===== src/rtl/ibr_pkg.sv =====
package ibr_pkg;

    typedef enum logic [1:0] {
        ST_IDLE,
        ST_IDX_HOLD,
        ST_WR_HOLD,
        ST_RD_HOLD
    } bus_st_t;

    // Register indices (the host's driver decodes these values)
    localparam logic [7:0] IX_IRQ     = 8'h00;
    localparam logic [7:0] IX_CTL2    = 8'h01;
    localparam logic [7:0] IX_CADR_LO = 8'h04;
    localparam logic [7:0] IX_CADR_HI = 8'h05;
    localparam logic [7:0] IX_CDAT    = 8'h06;
    localparam logic [7:0] IX_CTL     = 8'h07;
    localparam logic [7:0] IX_PADR_LO = 8'h08;
    localparam logic [7:0] IX_PADR_HI = 8'h09;
    localparam logic [7:0] IX_PDAT    = 8'h0A;
    localparam logic [7:0] IX_DIV_A   = 8'h0C;
    localparam logic [7:0] IX_DIV_B   = 8'h0D;
    localparam logic [7:0] IX_REV     = 8'h0F;

    // Plain storage bytes, in slot order
    localparam int NPLAIN = 8;
    localparam int PL_CTL2    = 0;
    localparam int PL_CADR_LO = 1;
    localparam int PL_CADR_HI = 2;
    localparam int PL_CTL     = 3;
    localparam int PL_PADR_LO = 4;
    localparam int PL_PADR_HI = 5;
    localparam int PL_DIV_A   = 6;
    localparam int PL_DIV_B   = 7;

    // Interrupt enable bits inside the control byte
    localparam int IRQ_EN_A = 6;
    localparam int IRQ_EN_B = 2;

endpackage


===== src/rtl/ibr_sync.sv =====
module ibr_sync #(
    parameter int             W       = 1,
    parameter int             STAGES  = 2,
    parameter logic [W-1:0]   RST_VAL = '0
) (
    input  logic         clk,
    input  logic         rst_n,
    input  logic [W-1:0] d,
    output logic [W-1:0] q
);

    for (genvar s = 0; s < STAGES; s++) begin : g_st
        logic [W-1:0] r;
        logic [W-1:0] src;
        if (s == 0) begin : g_first
            assign src = d;
        end else begin : g_next
            assign src = g_st[s-1].r;
        end
        always_ff @(posedge clk or negedge rst_n) begin
            if (!rst_n) r <= RST_VAL;
            else        r <= src;
        end
    end

    assign q = g_st[STAGES-1].r;

endmodule


===== src/rtl/ibr_bus_fsm.sv =====
module ibr_bus_fsm
    import ibr_pkg::*;
(
    input  logic clk,
    input  logic rst_n,
    input  logic cs_n,
    input  logic sel,
    input  logic wr_n,
    input  logic rd_n,
    output logic idx_ld,
    output logic wr_fire,
    output logic rd_fire,
    output logic rdy_n,
    output logic d_oe
);

    bus_st_t st_q, st_nx;
    logic    wr_act, rd_act;

    assign wr_act = !cs_n && !wr_n;
    assign rd_act = !cs_n && !rd_n;

    always_ff @(posedge clk or negedge rst_n) begin
        if (!rst_n) st_q <= ST_IDLE;
        else        st_q <= st_nx;
    end

    always_comb begin
        st_nx = st_q;
        unique case (st_q)
            ST_IDLE: begin
                if (wr_act)      st_nx = sel ? ST_IDX_HOLD : ST_WR_HOLD;
                else if (rd_act) st_nx = ST_RD_HOLD;
            end
            ST_IDX_HOLD,
            ST_WR_HOLD,
            ST_RD_HOLD: begin
                if (!wr_act && !rd_act) st_nx = ST_IDLE;
            end
        endcase
    end

    always_comb begin
        idx_ld  = 1'b0;
        wr_fire = 1'b0;
        rd_fire = 1'b0;
        rdy_n   = 1'b0;
        d_oe    = 1'b0;
        unique case (st_q)
            ST_IDLE: begin
                rdy_n   = 1'b1;
                idx_ld  = wr_act && sel;
                wr_fire = wr_act && !sel;
                rd_fire = !wr_act && rd_act;
            end
            ST_IDX_HOLD, ST_WR_HOLD: ;
            ST_RD_HOLD: d_oe = 1'b1;
        endcase
    end


    fire_ready_chk: assert property (@(posedge clk) disable iff (!rst_n)
        (idx_ld || wr_fire || rd_fire) |=> !rdy_n);

    hold_ready_chk: assert property (@(posedge clk) disable iff (!rst_n)
        (!rdy_n && (wr_act || rd_act)) |=> (!rdy_n && !idx_ld && !wr_fire && !rd_fire));

    one_action_chk: assert property (@(posedge clk) disable iff (!rst_n)
        $onehot0({idx_ld, wr_fire, rd_fire}));

    deselect_idle_chk: assert property (@(posedge clk) disable iff (!rst_n)
        (rdy_n && cs_n) |=> rdy_n);

    drive_window_chk: assert property (@(posedge clk) disable iff (!rst_n)
        d_oe |-> (!rdy_n && !wr_fire));

endmodule


===== src/rtl/ibr_irq.sv =====
module ibr_irq
    import ibr_pkg::*;
#(
    parameter int CW = 7
) (
    input  logic          clk,
    input  logic          rst_n,
    input  logic          evt,
    input  logic          clr,
    input  logic          ctrl_we,
    input  logic [CW-1:0] ctrl_wd,
    output logic          pending,
    output logic [CW-1:0] ctrl,
    output logic          irq_n
);

    always_ff @(posedge clk or negedge rst_n) begin
        if (!rst_n) begin
            ctrl    <= '0;
            pending <= 1'b0;
        end else begin
            if (ctrl_we) ctrl <= ctrl_wd;
            if (evt)      pending <= 1'b1;
            else if (clr) pending <= 1'b0;
        end
    end

    assign irq_n = !(pending && ctrl[IRQ_EN_A] && ctrl[IRQ_EN_B]);


    evt_sets_chk: assert property (@(posedge clk) disable iff (!rst_n)
        evt |=> pending);

    read_clears_chk: assert property (@(posedge clk) disable iff (!rst_n)
        (clr && !evt) |=> !pending);

    irq_needs_pend_chk: assert property (@(posedge clk) disable iff (!rst_n)
        !irq_n |-> pending);

endmodule


===== src/rtl/ibr_regs.sv =====
module ibr_regs
    import ibr_pkg::*;
#(
    parameter int            DW  = 8,
    parameter logic [DW-1:0] REV = 8'h21
) (
    input  logic            clk,
    input  logic            rst_n,
    input  logic            idx_ld,
    input  logic            wr_fire,
    input  logic            rd_fire,
    input  logic [DW-1:0]   din,
    input  logic [DW-1:0]   slot_rdata,
    input  logic [DW-1:0]   pid_rdata,
    input  logic            irq_pend,
    input  logic [DW-2:0]   irq_ctrl,
    output logic            irq_ctrl_we,
    output logic            irq_clr,
    output logic [DW-1:0]   dout,
    output logic            slot_wr,
    output logic            slot_rd,
    output logic            pid_wr,
    output logic            pid_rd,
    output logic [2*DW-1:0] slot_addr,
    output logic [2*DW-1:0] pid_addr,
    output logic [DW-1:0]   ctl,
    output logic [DW-1:0]   ctl2,
    output logic [DW-1:0]   div_a,
    output logic [DW-1:0]   div_b
);

    localparam logic [7:0] PLAIN_IX [NPLAIN] = '{
        IX_CTL2, IX_CADR_LO, IX_CADR_HI, IX_CTL,
        IX_PADR_LO, IX_PADR_HI, IX_DIV_A, IX_DIV_B
    };

    logic [DW-1:0]              idx_q;
    logic [NPLAIN-1:0][DW-1:0]  plain_q;
    logic [DW-1:0]              rd_val;
    logic                       mapped;

    always_ff @(posedge clk or negedge rst_n) begin
        if (!rst_n)      idx_q <= '0;
        else if (idx_ld) idx_q <= din;
    end

    for (genvar i = 0; i < NPLAIN; i++) begin : g_pl
        logic [DW-1:0] q;
        always_ff @(posedge clk or negedge rst_n) begin
            if (!rst_n)                             q <= '0;
            else if (wr_fire && idx_q == PLAIN_IX[i]) q <= din;
        end
        assign plain_q[i] = q;
    end

    always_comb begin
        mapped = 1'b0;
        rd_val = '0;
        for (int i = 0; i < NPLAIN; i++) begin
            if (idx_q == PLAIN_IX[i]) begin
                mapped = 1'b1;
                rd_val = plain_q[i];
            end
        end
        unique case (idx_q)
            IX_IRQ:  begin mapped = 1'b1; rd_val = {irq_pend, irq_ctrl}; end
            IX_CDAT: begin mapped = 1'b1; rd_val = slot_rdata; end
            IX_PDAT: begin mapped = 1'b1; rd_val = pid_rdata; end
            IX_REV:  begin mapped = 1'b1; rd_val = REV; end
            default: ;
        endcase
    end

    always_ff @(posedge clk or negedge rst_n) begin
        if (!rst_n)       dout <= '0;
        else if (rd_fire) dout <= rd_val;
    end

    assign irq_ctrl_we = wr_fire && idx_q == IX_IRQ;
    assign irq_clr     = rd_fire && idx_q == IX_IRQ;
    assign slot_wr     = wr_fire && idx_q == IX_CDAT;
    assign slot_rd     = rd_fire && idx_q == IX_CDAT;
    assign pid_wr      = wr_fire && idx_q == IX_PDAT;
    assign pid_rd      = rd_fire && idx_q == IX_PDAT;

    assign slot_addr = {plain_q[PL_CADR_HI], plain_q[PL_CADR_LO]};
    assign pid_addr  = {plain_q[PL_PADR_HI], plain_q[PL_PADR_LO]};
    assign ctl       = plain_q[PL_CTL];
    assign ctl2      = plain_q[PL_CTL2];
    assign div_a     = plain_q[PL_DIV_A];
    assign div_b     = plain_q[PL_DIV_B];


    index_load_chk: assert property (@(posedge clk) disable iff (!rst_n)
        idx_ld |=> (idx_q == $past(din)));

    unmapped_write_chk: assert property (@(posedge clk) disable iff (!rst_n)
        (wr_fire && !mapped) |=> $stable(plain_q));

    revision_read_chk: assert property (@(posedge clk) disable iff (!rst_n)
        (rd_fire && idx_q == IX_REV) |=> (dout == REV));

    unmapped_read_chk: assert property (@(posedge clk) disable iff (!rst_n)
        (rd_fire && !mapped) |=> (dout == '0));

endmodule


===== src/rtl/ibr_bridge.sv =====
module ibr_bridge
    import ibr_pkg::*;
#(
    parameter int            DW          = 8,
    parameter int            SYNC_STAGES = 2,
    parameter logic [DW-1:0] REV         = 8'h21
) (
    input  logic            clk,
    input  logic            rst_n,
    input  logic            bus_cs_n,
    input  logic            bus_sel,
    input  logic            bus_wr_n,
    input  logic            bus_rd_n,
    input  logic [DW-1:0]   bus_din,
    output logic [DW-1:0]   bus_dout,
    output logic            bus_doe,
    output logic            bus_rdy_n,
    input  logic            irq_evt,
    output logic            irq_n,
    output logic [2*DW-1:0] slot_addr,
    output logic            slot_wr,
    output logic            slot_rd,
    input  logic [DW-1:0]   slot_rdata,
    output logic [2*DW-1:0] pid_addr,
    output logic            pid_wr,
    output logic            pid_rd,
    input  logic [DW-1:0]   pid_rdata,
    output logic [DW-1:0]   wr_byte,
    output logic [DW-1:0]   bus_ctl,
    output logic [DW-1:0]   bus_ctl2,
    output logic [DW-1:0]   div_a,
    output logic [DW-1:0]   div_b
);

    localparam int NCTL = 4;

    logic [NCTL-1:0] ctl_raw, ctl_s;
    logic [DW-1:0]   din_s;
    logic            cs_s, sel_s, wr_s, rd_s;
    logic            idx_ld, wr_fire, rd_fire;
    logic            irq_ctrl_we, irq_clr, irq_pend;
    logic [DW-2:0]   irq_ctrl;

    assign ctl_raw = {bus_cs_n, bus_sel, bus_wr_n, bus_rd_n};
    assign {cs_s, sel_s, wr_s, rd_s} = ctl_s;

    ibr_sync #(.W(NCTL), .STAGES(SYNC_STAGES), .RST_VAL(4'b1011)) u_ctl_sync (
        .clk(clk), .rst_n(rst_n), .d(ctl_raw), .q(ctl_s)
    );

    ibr_sync #(.W(DW), .STAGES(SYNC_STAGES), .RST_VAL('0)) u_dat_sync (
        .clk(clk), .rst_n(rst_n), .d(bus_din), .q(din_s)
    );

    ibr_bus_fsm u_fsm (
        .clk(clk), .rst_n(rst_n),
        .cs_n(cs_s), .sel(sel_s), .wr_n(wr_s), .rd_n(rd_s),
        .idx_ld(idx_ld), .wr_fire(wr_fire), .rd_fire(rd_fire),
        .rdy_n(bus_rdy_n), .d_oe(bus_doe)
    );

    ibr_regs #(.DW(DW), .REV(REV)) u_regs (
        .clk(clk), .rst_n(rst_n),
        .idx_ld(idx_ld), .wr_fire(wr_fire), .rd_fire(rd_fire),
        .din(din_s), .slot_rdata(slot_rdata), .pid_rdata(pid_rdata),
        .irq_pend(irq_pend), .irq_ctrl(irq_ctrl),
        .irq_ctrl_we(irq_ctrl_we), .irq_clr(irq_clr),
        .dout(bus_dout),
        .slot_wr(slot_wr), .slot_rd(slot_rd), .pid_wr(pid_wr), .pid_rd(pid_rd),
        .slot_addr(slot_addr), .pid_addr(pid_addr),
        .ctl(bus_ctl), .ctl2(bus_ctl2), .div_a(div_a), .div_b(div_b)
    );

    ibr_irq #(.CW(DW-1)) u_irq (
        .clk(clk), .rst_n(rst_n),
        .evt(irq_evt), .clr(irq_clr),
        .ctrl_we(irq_ctrl_we), .ctrl_wd(din_s[DW-2:0]),
        .pending(irq_pend), .ctrl(irq_ctrl), .irq_n(irq_n)
    );

    assign wr_byte = din_s;


    slot_pulse_chk: assert property (@(posedge clk) disable iff (!rst_n)
        slot_wr |=> !slot_wr);

    pid_pulse_chk: assert property (@(posedge clk) disable iff (!rst_n)
        pid_wr |=> !pid_wr);

endmodule


===== config.mk =====
export PLATFORM = sky130hd
export DESIGN_NAME = ibr_bridge
export DESIGN_NICKNAME = d
export VERILOG_FILES = /design/src/rtl/ibr_pkg.sv /design/src/rtl/ibr_sync.sv /design/src/rtl/ibr_bus_fsm.sv /design/src/rtl/ibr_irq.sv /design/src/rtl/ibr_regs.sv /design/src/rtl/ibr_bridge.sv
export SDC_FILE = /design/constraint.sdc
export NUM_CORES = 1
export LEC_CHECK = 0
export BUFFER_PORTS_ARGS = -buffer_cell sky130_fd_sc_hd__buf_4
export CAP_MARGIN = 30
export CORE_ASPECT_RATIO = 1.1
export CORE_MARGIN = 2
export CORE_UTILIZATION = 54
export CTS_CLUSTER_DIAMETER = 150
export DETAILED_ROUTE_END_ITERATION = 10
export GPL_TIMING_DRIVEN = 0
export PLACE_DENSITY_LB_ADDON = 0.15
export SYNTH_ARGS = -nofsm -noshare
export SYNTH_HDL_FRONTEND = slang
export SYNTH_HIERARCHICAL = 1
export SYNTH_SLANG_ARGS = --single-unit

===== constraint.sdc =====
create_clock -name clk -period 3.35 [get_ports clk]
set_input_delay 0.335 -clock clk [delete_from_list [all_inputs] [get_ports clk]]
set_output_delay 0.335 -clock clk [all_outputs]
set_load 0.02 [all_outputs]

==> results_dict.tcl, run 1 <==
set metrics [dict create \
    ys_ff_latch 114 \
    place_hpwl_um 9410 \
    max-cap-violations 0 \
    grt_setup_unrepaired "false" \
    ys_async_sr_fraction 1.00 \
    p_leak_nw 3.19 \
    place_ws_ps 605 \
    grt_pass1_wl_um 21100 \
    yosys-top-cells-area "dfrtp_1 (53%), mux2_2 (15%), dfstp_2 (3.1%)" \
    path_clk_slew_ps 60 \
    die_area_mm2 0.0102 \
    required_ps 3010 \
    synth_ff_type "dfrtp_1" \
    setup_tns_ps 0 \
    period_share 0.895 \
    core_mm2 0.00926 \
    ys_warn_count 6 \
    syn_inst 401 \
    fmax_mhz 334 \
    clk_latency_ps 520 \
    final.setup_skew_ps 5.76 \
    drc_errors 0 \
    tritoncts "built" \
    overflow 0 \
    ant_nets 0 \
    wl_per_cell_um 20.1 \
    irDropWorstVdd_mv 0.423 \
    dieWidth_um 96.3 \
    cts_resized 0 \
    hold_viol_final 0 \
    synth_top_area_cell "dfrtp_1" \
    diodes 0 \
    synthDistinctLibCells 44 \
    final_cell_mix "buf_4 (117), dfrtp_1 (108), mux2_2 (69)" \
    finalCriticalPeriod_ps 3000 \
    grt_max_degree 69 \
    final_common_cell "buf_4" \
    first_pass_iters 5 \
    end_kind "primary output" \
    antenna_found_initial 0 \
    clock-sinks 114 \
    fp-row-count 37 \
    finalMaxSlewViolations 0 \
    synth_simple_gate_area_frac 0.103 \
    syn_avg_cell_area_um2 12.6 \
    clk_path_buf_depth 2 \
    synth_compound_area_frac 0.135 \
    yosys.area.top_type_share 0.534 \
    slew_headroom 0.421 \
    place.gp.congestion 0.893 \
    port_buffers 117 \
    synth_edf_count 0 \
    whs_ps 348 \
    powerDensity_mw_per_mm2 618 \
    synth_mux_area_frac 0.174 \
    worst_slew_pin_slew_ps 869 \
    ctsHtreeMaxLevel 4 \
    synth_top_family_by_area "multiplexers" \
    numCtsBuffers 17 \
    num_vias 4049 \
    synth_nets 432 \
    ys_seq_area_frac 0.565 \
    synthAdderAreaFrac 0 \
    drtIter0Drc 297 \
    layout_setup_ws_ps 353 \
    cts_setup_buffers 0 \
    setup_viol 0 \
    critPathMaxFanout 10 \
    synth_xor_area_frac 0 \
    start_kind "flip-flop" \
    io_pins 118 \
    initial_core_util 0.547 \
    hp-class "flip-flop to flip-flop" \
    syn-cell-area_mm2 0.00506 \
    drt_wl_total_um 13700 \
    cts_root_buf "clkbuf_8" \
    criticalPathCategory "flip-flop to primary output" \
    grt_pass1_vias 4034 \
    nets 583 \
    gr-usage-all-layers 0.285 \
    area_growth_pct 34.6 \
    die_h_um 106 \
    outcome "finished clean" \
    viasPerCell 5.94 \
    cts_hold_buf 14 \
    drive_gt1_frac 0.448 \
    worstPathArrival_ps 2660 \
]
==> worst max-delay path, cell delays in order, from the launching register on <==
cell and delay, ps:
dfstp_2 530, inv_1 60, nor4b_1 320, clkbuf_1 390
clkbuf_1 390, nand2_1 120, nor2_1 160, buf_4 160
==> synth_stat cells, types with 2 or more instances <==
library cell,instances
mux2_4,7
nor2_1,19
o221ai_1,11
nand2b_1,10
o22ai_1,2
dfstp_2,6
o21ai_0,27
a22oi_1,8
o2bb2ai_1,2
a21oi_1,11
o21a_1,3
a22o_1,5
nor2_2,4
inv_1,6
o211ai_1,13
a211oi_1,3
mux2_2,69
nor2b_1,4
nand3_1,9
and3_1,2
clkbuf_1,13
nor3_1,4
o311a_1,3
o21bai_1,7
a31oi_1,5
or4_4,2
nor2_8,3
nand2_1,15
buf_2,6
dfrtp_1,108
==> sequential cells by signal, summed over array words and instances (netlist names) <==
register,flops
u_regs/div_b,8
u_irq/pending,1
u_regs/g_pl.q,32
u_regs/dout,8
u_regs/ctl,8
u_regs/div_a,8
u_dat_sync/q,8
u_irq/ctrl,7
u_regs/ctl2,8
u_ctl_sync/q,4
u_regs/idx_q,8
u_fsm/st_q,2
u_ctl_sync/g_st.r,4
u_dat_sync/g_st.r,8
==> logic make-up after synthesis <==
group	Yosys count
flip-flops	114
AND/OR/NAND/NOR	83
buffers and inverters	27
AO/OA/AOI/OAI	101
multiplexers	76
==> worst paths after layout <==
path,from,to,slack [ps],depth (start not counted)
worst min-delay path,u_dat_sync/g_st[0].r[3],u_dat_sync/q[3],350,0
max in group asynchronous,rst_n,u_ctl_sync/q[1],2140,3
worst min register to register,u_dat_sync/g_st[0].r[3],u_dat_sync/q[3],350,0
min in group asynchronous,rst_n,u_ctl_sync/g_st[0].r[2],480,2
worst max-delay path,u_ctl_sync/q[1],pid_rd,350,7
worst max register to register,u_fsm/st_q[0],u_regs/ctl2[4],570,6
==> report_power, final <==
part,switching (W),leakage [nW],internal [W]
Clock,0.000623,0.255,0.00105
Combinational,0.000532,1.45,0.000361
Sequential,0.000130,1.48,0.00152
==> through the flow <==
step           power [W]  utilization  area, µm²  std cells
5_1_grt          0.00439        0.736       6820        682
2_1_floorplan    0.00217            -       5060        401
4_1_cts          0.00423        0.736       6820        682
3_3_place_gp     0.00250        0.658       6090        635
6_report         0.00421        0.736       6820        682
3_5_place_dp     0.00253        0.661       6120        636
==> layer usage <==
layer | global-route usage | wire length [µm] | up-vias
met3 | 0.0736 | 1000 | 26
met5 | 0 | 0 | -
li1 | - | - | 1797
met4 | 0.122 | 339 | 0
met2 | 0.435 | 6620 | 196
met1 | 0.386 | 5760 | 2030
==> area by class of cell <==
cell class                 count  area (µm²)
sequential                   114        2860
fill                         627        2440
multi-input combinational    260        2090
timing repair buffer         132        1050
clock buffer                  18         418
tap                          117         146
clock inverter                14         141
buffer                        21        93.8
inverter                       6        22.5
Power figures use the tool's default switching activity.
==> run 2, diff against run 1 <==
Settings changed: CORE_ASPECT_RATIO 1.1 to 1.2.
==> results_dict.tcl, run 2 (synthesis results as in run 1) <==
set metrics [dict create \
    port_buffers 117 \
    slew_headroom 0.609 \
    grt_max_degree 72 \
    wl_per_cell_um 20.3 \
    r2r_end "u_regs/ctl2[4]" \
    clock-sinks 114 \
    required_ps 3010 \
    whs_endpoint "u_regs/dout[6]" \
    clk_path_buf_depth 2 \
    hold_viol_final 0 \
    path_cells "inv_1 -> nor4b_1 -> clkbuf_1 -> clkbuf_1 -> nand2_1 -> nor2_1 -> buf_4" \
    path_clk_slew_ps 60 \
    antenna_found_initial 0 \
    pwr-share-clk 0.412 \
    top_layer "met4" \
    worst_slew_pin_slew_ps 583 \
    fin_util 0.754 \
    viasPerCell 5.88 \
    drtIter0Drc 252 \
    finalCriticalPeriod_ps 3060 \
    hp-start "slot_rdata[6]" \
    outcome "finished clean" \
    dr_wl_met3_um 992 \
    wl_met1_um 5780 \
    num-fill-cells 614 \
    dieWidth_um 92.4 \
    place_hpwl_um 9500 \
    p_total_w 0.00431 \
    p_sw_frac 0.299 \
    diodes 0 \
    hold_path_depth 5 \
    clk_latency_ps 520 \
    max-cap-violations 0 \
    end_kind "primary output" \
    final_area_mm2 0.00685 \
    start_kind "flip-flop" \
    crit_path_top_delay_cell "dfstp_2" \
    final_common_cell "buf_4" \
    grt_pass1_vias 3996 \
    hp-class "primary input to flip-flop" \
    largest_register_ffs 32 \
    placed_area_mm2 0.00612 \
    nets 583 \
    worstPathArrival_ps 2730 \
    area_growth_pct 35.3 \
    place.gp.congestion 0.957 \
    final.setup_skew_ps 7.39 \
    criticalPathCategory "flip-flop to primary output" \
    io_pins 118 \
    finalMaxSlewViolations 0 \
    overflow 0 \
    die_h_um 110 \
    gr-usage-all-layers 0.283 \
    worst_r2r_path_depth 6 \
    numCtsBuffers 17 \
    fmax_mhz 326 \
    pwr-share-comb 0.206 \
    num_vias 4020 \
    powerDensity_mw_per_mm2 629 \
    rrSetupSlack_ps 500 \
    first_pass_iters 5 \
    drt_wl_total_um 13900 \
    final_cell_mix "buf_4 (117), dfrtp_1 (108), mux2_2 (69)" \
    drc_errors 0 \
    crit_path_max_incr_delay_ps 550 \
    setup_viol 0 \
    crit_top_cell "clkbuf_1" \
    grt_setup_unrepaired "false" \
    initial_core_util 0.558 \
    fp-row-count 38 \
    drive_gt1_frac 0.449 \
    p_seq_frac 0.382 \
    die_area_mm2 0.0102 \
    p_leak_nw 3.20 \
    ant_nets 0 \
    tritoncts "built" \
    power.internal_w 0.00302 \
    cp-startpoint "u_ctl_sync/q[1]" \
    setup_tns_ps 0 \
    dr_wl_met2_um 6770 \
    irDropWorstVdd_mv 0.396 \
    grt_pass1_wl_um 21200 \
    critPathMaxFanout 10 \
    regMostFlops "u_regs/g_pl.q" \
    ctsHtreeMaxLevel 4 \
    regToRegStartpoint "u_fsm/st_q[0]" \
    cts_resized 0 \
    core_mm2 0.00908 \
    cts_root_buf "clkbuf_8" \
    power.switching_w 0.00129 \
    period_share 0.914 \
]
## run 2: changes by cell type in the layout (fill, tap and decap cells not counted), sizes merged
cell	previous run	this run
clkinv	5	4
bufinv	2	3
clkinvlp	7	6
## run 2: critical path, delay by kind of cell (launching register included)
kind,cells,cell delay [ps]
DFF,1,550
buffers and inverters,4,1010
and+or+nand+nor,3,650
## run 2: layout make-up
type / instances / area (µm²) / area share
Buffer: 21 / 93.8 / 0.0137
Clock buffer: 18 / 428 / 0.0625
Clock inverter: 13 / 163 / 0.0237
Inverter: 6 / 22.5 / 0.00329
Multi-Input combinational cell: 260 / 2090 / 0.305
Sequential cell: 114 / 2860 / 0.418
Tap cell: 120 / 150 / 0.0219
Timing Repair Buffer: 132 / 1050 / 0.153
## run 2: through the flow
stage          worst slack, ps  hold slack (ps)  cells
5_1_grt                   96.9              350    684
6_report                   287              328    684
2_1_floorplan             1040             39.4    401
4_1_cts                    296              326    684
3_3_place_gp               632              332    638
3_5_place_dp               579              335    639
## run 2: worst max-delay path by stage
stage,slack [ps],endpoint,cells past startpoint
final,290,pid_rd,7
after global routing,100,pid_rd,7
after CTS,300,pid_rd,7
after detailed placement,580,u_regs/ctl2[6],6
after global placement,630,u_regs/ctl2[4],6
after floorplan,1040,u_regs/ctl2[2],6
## run 2: power by group through the flow
stage	combinational (W)	sequential [W]	clock [W]
finish	0.000889	0.00165	0.00178
global route	0.000956	0.00166	0.00186
CTS	0.000882	0.00164	0.00180
detailed placement	0.000864	0.00167	0
global placement	0.000843	0.00166	0
floorplan	0.000442	0.00173	0
## run 2: routing by layer
| metal | global-route usage | up-vias |
|---|---|---|
| met2 | 0.457 | 192 |
| met5 | 0 | - |
| met3 | 0.0646 | 34 |
| li1 | - | 1799 |
| met1 | 0.364 | 1995 |
| met4 | 0.140 | 0 |
## run 2: what timing repair did
item,CTS,global route
setup buffers,0,0
hold endpoints to repair,53,0
hold buffers,14,0
setup endpoints to repair,0,0
==> run 3, diff against run 2 <==
Settings changed: CORE_ASPECT_RATIO 1.2 to 1.25, SYNTH_HIERARCHICAL 1 to unset.
==> results_dict.tcl, run 3 <==
set metrics [dict create \
    outcome "finished clean" \
    area_growth_pct 32.5 \
    place.gp.congestion 0.872 \
    criticalPathCategory "flip-flop to primary output" \
    rrSetupSlack_ps 810 \
    diodes 0 \
    r2r_end "u_regs.g_pl[1].q[6]" \
    hold_viol_final 0 \
    overflow 0 \
    met1_usage 0.342 \
    viasPerCell 5.83 \
    tritoncts "built" \
    grt_pass1_wl_um 21200 \
    port_buffers 117 \
    clk_path_buf_depth 2 \
    final_area_mm2 0.00690 \
    gr-usage-all-layers 0.266 \
    yosys.area.top_type_share 0.519 \
    drc_errors 0 \
    hold_path_depth 1 \
    final.setup_skew_ps 6.54 \
    finalMaxSlewViolations 0 \
    setup_tns_ps 0 \
    syn_inst 408 \
    initial_core_util 0.548 \
    synth_most_common_cell "dfrtp_1" \
    worst_slew_pin_slew_ps 976 \
    synth_nets 439 \
    synth_edf_count 0 \
    path_clk_slew_ps 50 \
    wl_per_cell_um 19.3 \
    cts_root_buf "clkbuf_16" \
    num_vias 3990 \
    fp-row-count 40 \
    end_kind "primary output" \
    ys_warn_count 0 \
    grt.busiest_layer "met2" \
    drtIter0Drc 222 \
    whs_endpoint "u_dat_sync.g_st[0].r[1]" \
    drive_gt1_frac 0.466 \
    clock-sinks 114 \
    finalCriticalPeriod_ps 3080 \
    grt_max_degree 72 \
    worstPathArrival_ps 2750 \
    critPathMaxFanout 8 \
    period_share 0.919 \
    synth_ff_type "dfrtp_1" \
    synth_commonest_cells "dfrtp_1 (108), mux2_2 (85), nor2_1 (28)" \
    ys_async_sr_fraction 1.00 \
    regMostFlops "u_regs.g_pl.q" \
    required_ps 3010 \
    place_hpwl_um 9620 \
    crit_path_max_incr_delay_ps 860 \
    die_h_um 114 \
    regToRegStartpoint "u_regs.idx_q[5]" \
    dieWidth_um 91.8 \
    core_mm2 0.00951 \
    ys_ff_latch 114 \
    irDropWorstVdd_mv 0.452 \
    hp-start "bus_din[1]" \
    setup_viol 0 \
    final_cell_mix "buf_4 (118), dfrtp_1 (108), mux2_2 (85)" \
    grt_use_met2 0.440 \
    largest_register_ffs 32 \
    yosys-top-cells-area "dfrtp_1 (52%), mux2_2 (18%), dfstp_2 (3.0%)" \
    cts_setup_buffers 0 \
    grt_pass1_vias 3936 \
    grt_setup_unrepaired "false" \
    synthDistinctLibCells 50 \
    slew_headroom 0.348 \
    final_common_cell "buf_4" \
    synth_top_area_cell "dfrtp_1" \
    start_kind "flip-flop" \
    syn_avg_cell_area_um2 12.8 \
    numCtsBuffers 17 \
    ctsHtreeMaxLevel 4 \
    hp-class "primary input to flip-flop" \
    crit_path_top_delay_cell "nor3b_1" \
    drt_wl_total_um 13200 \
    antenna_found_initial 0 \
    nets 577 \
    placed_area_mm2 0.00627 \
    io_pins 118 \
    syn-cell-area_mm2 0.00521 \
    path_cells "nor4_1 -> nand3b_1 -> nor3b_1 -> nor2b_1 -> buf_4" \
    powerDensity_mw_per_mm2 635 \
    max-cap-violations 0 \
    p_total_w 0.00439 \
    ys_seq_area_frac 0.549 \
    fmax_mhz 325 \
    worst_r2r_path_depth 5 \
    clk_latency_ps 410 \
    use_met3 0.0509 \
    p_leak_nw 3.26 \
    die_area_mm2 0.0105 \
    first_pass_iters 5 \
    ant_nets 0 \
]
==> run 3: worst max path at each step <==
stage / startpoint / endpoint / depth (start not counted) / slack (ps)
finish: u_regs.idx_q[5] / pid_wr / 5 / 270
global route: u_regs.idx_q[5] / pid_rd / 5 / 190
CTS: u_regs.idx_q[5] / pid_wr / 5 / 290
detailed placement: u_regs.idx_q[4] / pid_wr / 5 / 740
global placement: u_regs.idx_q[5] / pid_wr / 5 / 760
floorplan: u_regs.idx_q[5] / pid_wr / 4 / 1160
==> run 3: final cells by class <==
type | instances | area (µm²)
inverters | 1 | 3.75
multi-input cells | 263 | 2220
fillers | 694 | 2610
clock inverters | 9 | 128
flip-flops and latches | 114 | 2860
well taps | 126 | 158
plain buffers | 30 | 124
clock buffers | 22 | 494
repair buffers | 119 | 916
==> run 3: power by group <==
group / total, W / switching, W / internal (W)
sequential: 0.00161 / 0.0000931 / 0.00151
combinational: 0.000928 / 0.000565 / 0.000362
clock: 0.00185 / 0.000596 / 0.00126
==> run 3: through the flow <==
step / std cells / hold slack, ps / utilization / setup WS, ps
after floorplan: 408 / 39.4 / - / 1160
final: 684 / 28.9 / 0.726 / 270
after global placement: 651 / 333 / 0.657 / 763
after detailed placement: 652 / 335 / 0.660 / 738
after CTS: 684 / 18.2 / 0.726 / 294
after global routing: 684 / 17.5 / 0.726 / 185
==> run 3: kinds of logic after synthesis <==
logic type / synth area share
buffers and inverters: 0.0245
and+or+nand+nor: 0.133
AOI/OAI and AO/OA: 0.109
DFF: 0.549
muxes: 0.184
==> run 3: metal layers <==
layer / wire length, µm / part of all wire / vias up
met4: 344 / 0.026 / 0
met1: 5430 / 0.41 / 1994
met5: 0 / 0 / -
met3: 752 / 0.057 / 34
li1: - / - / 1800
met2: 6650 / 0.50 / 162
==> run 3: critical path, delay by kind of cell, from the launching register on <==
family                 cells  cell delay [ps]
AND/OR/NAND/NOR            4             1790
flip-flops                 1              390
buffers and inverters      1              150
==> run 3: what timing repair did <==
item | CTS | global route
endpoints found under the hold margin | 41 | 0
hold buffers | 1 | 0
resized for setup | 0 | 0
setup endpoints to repair | 0 | 0
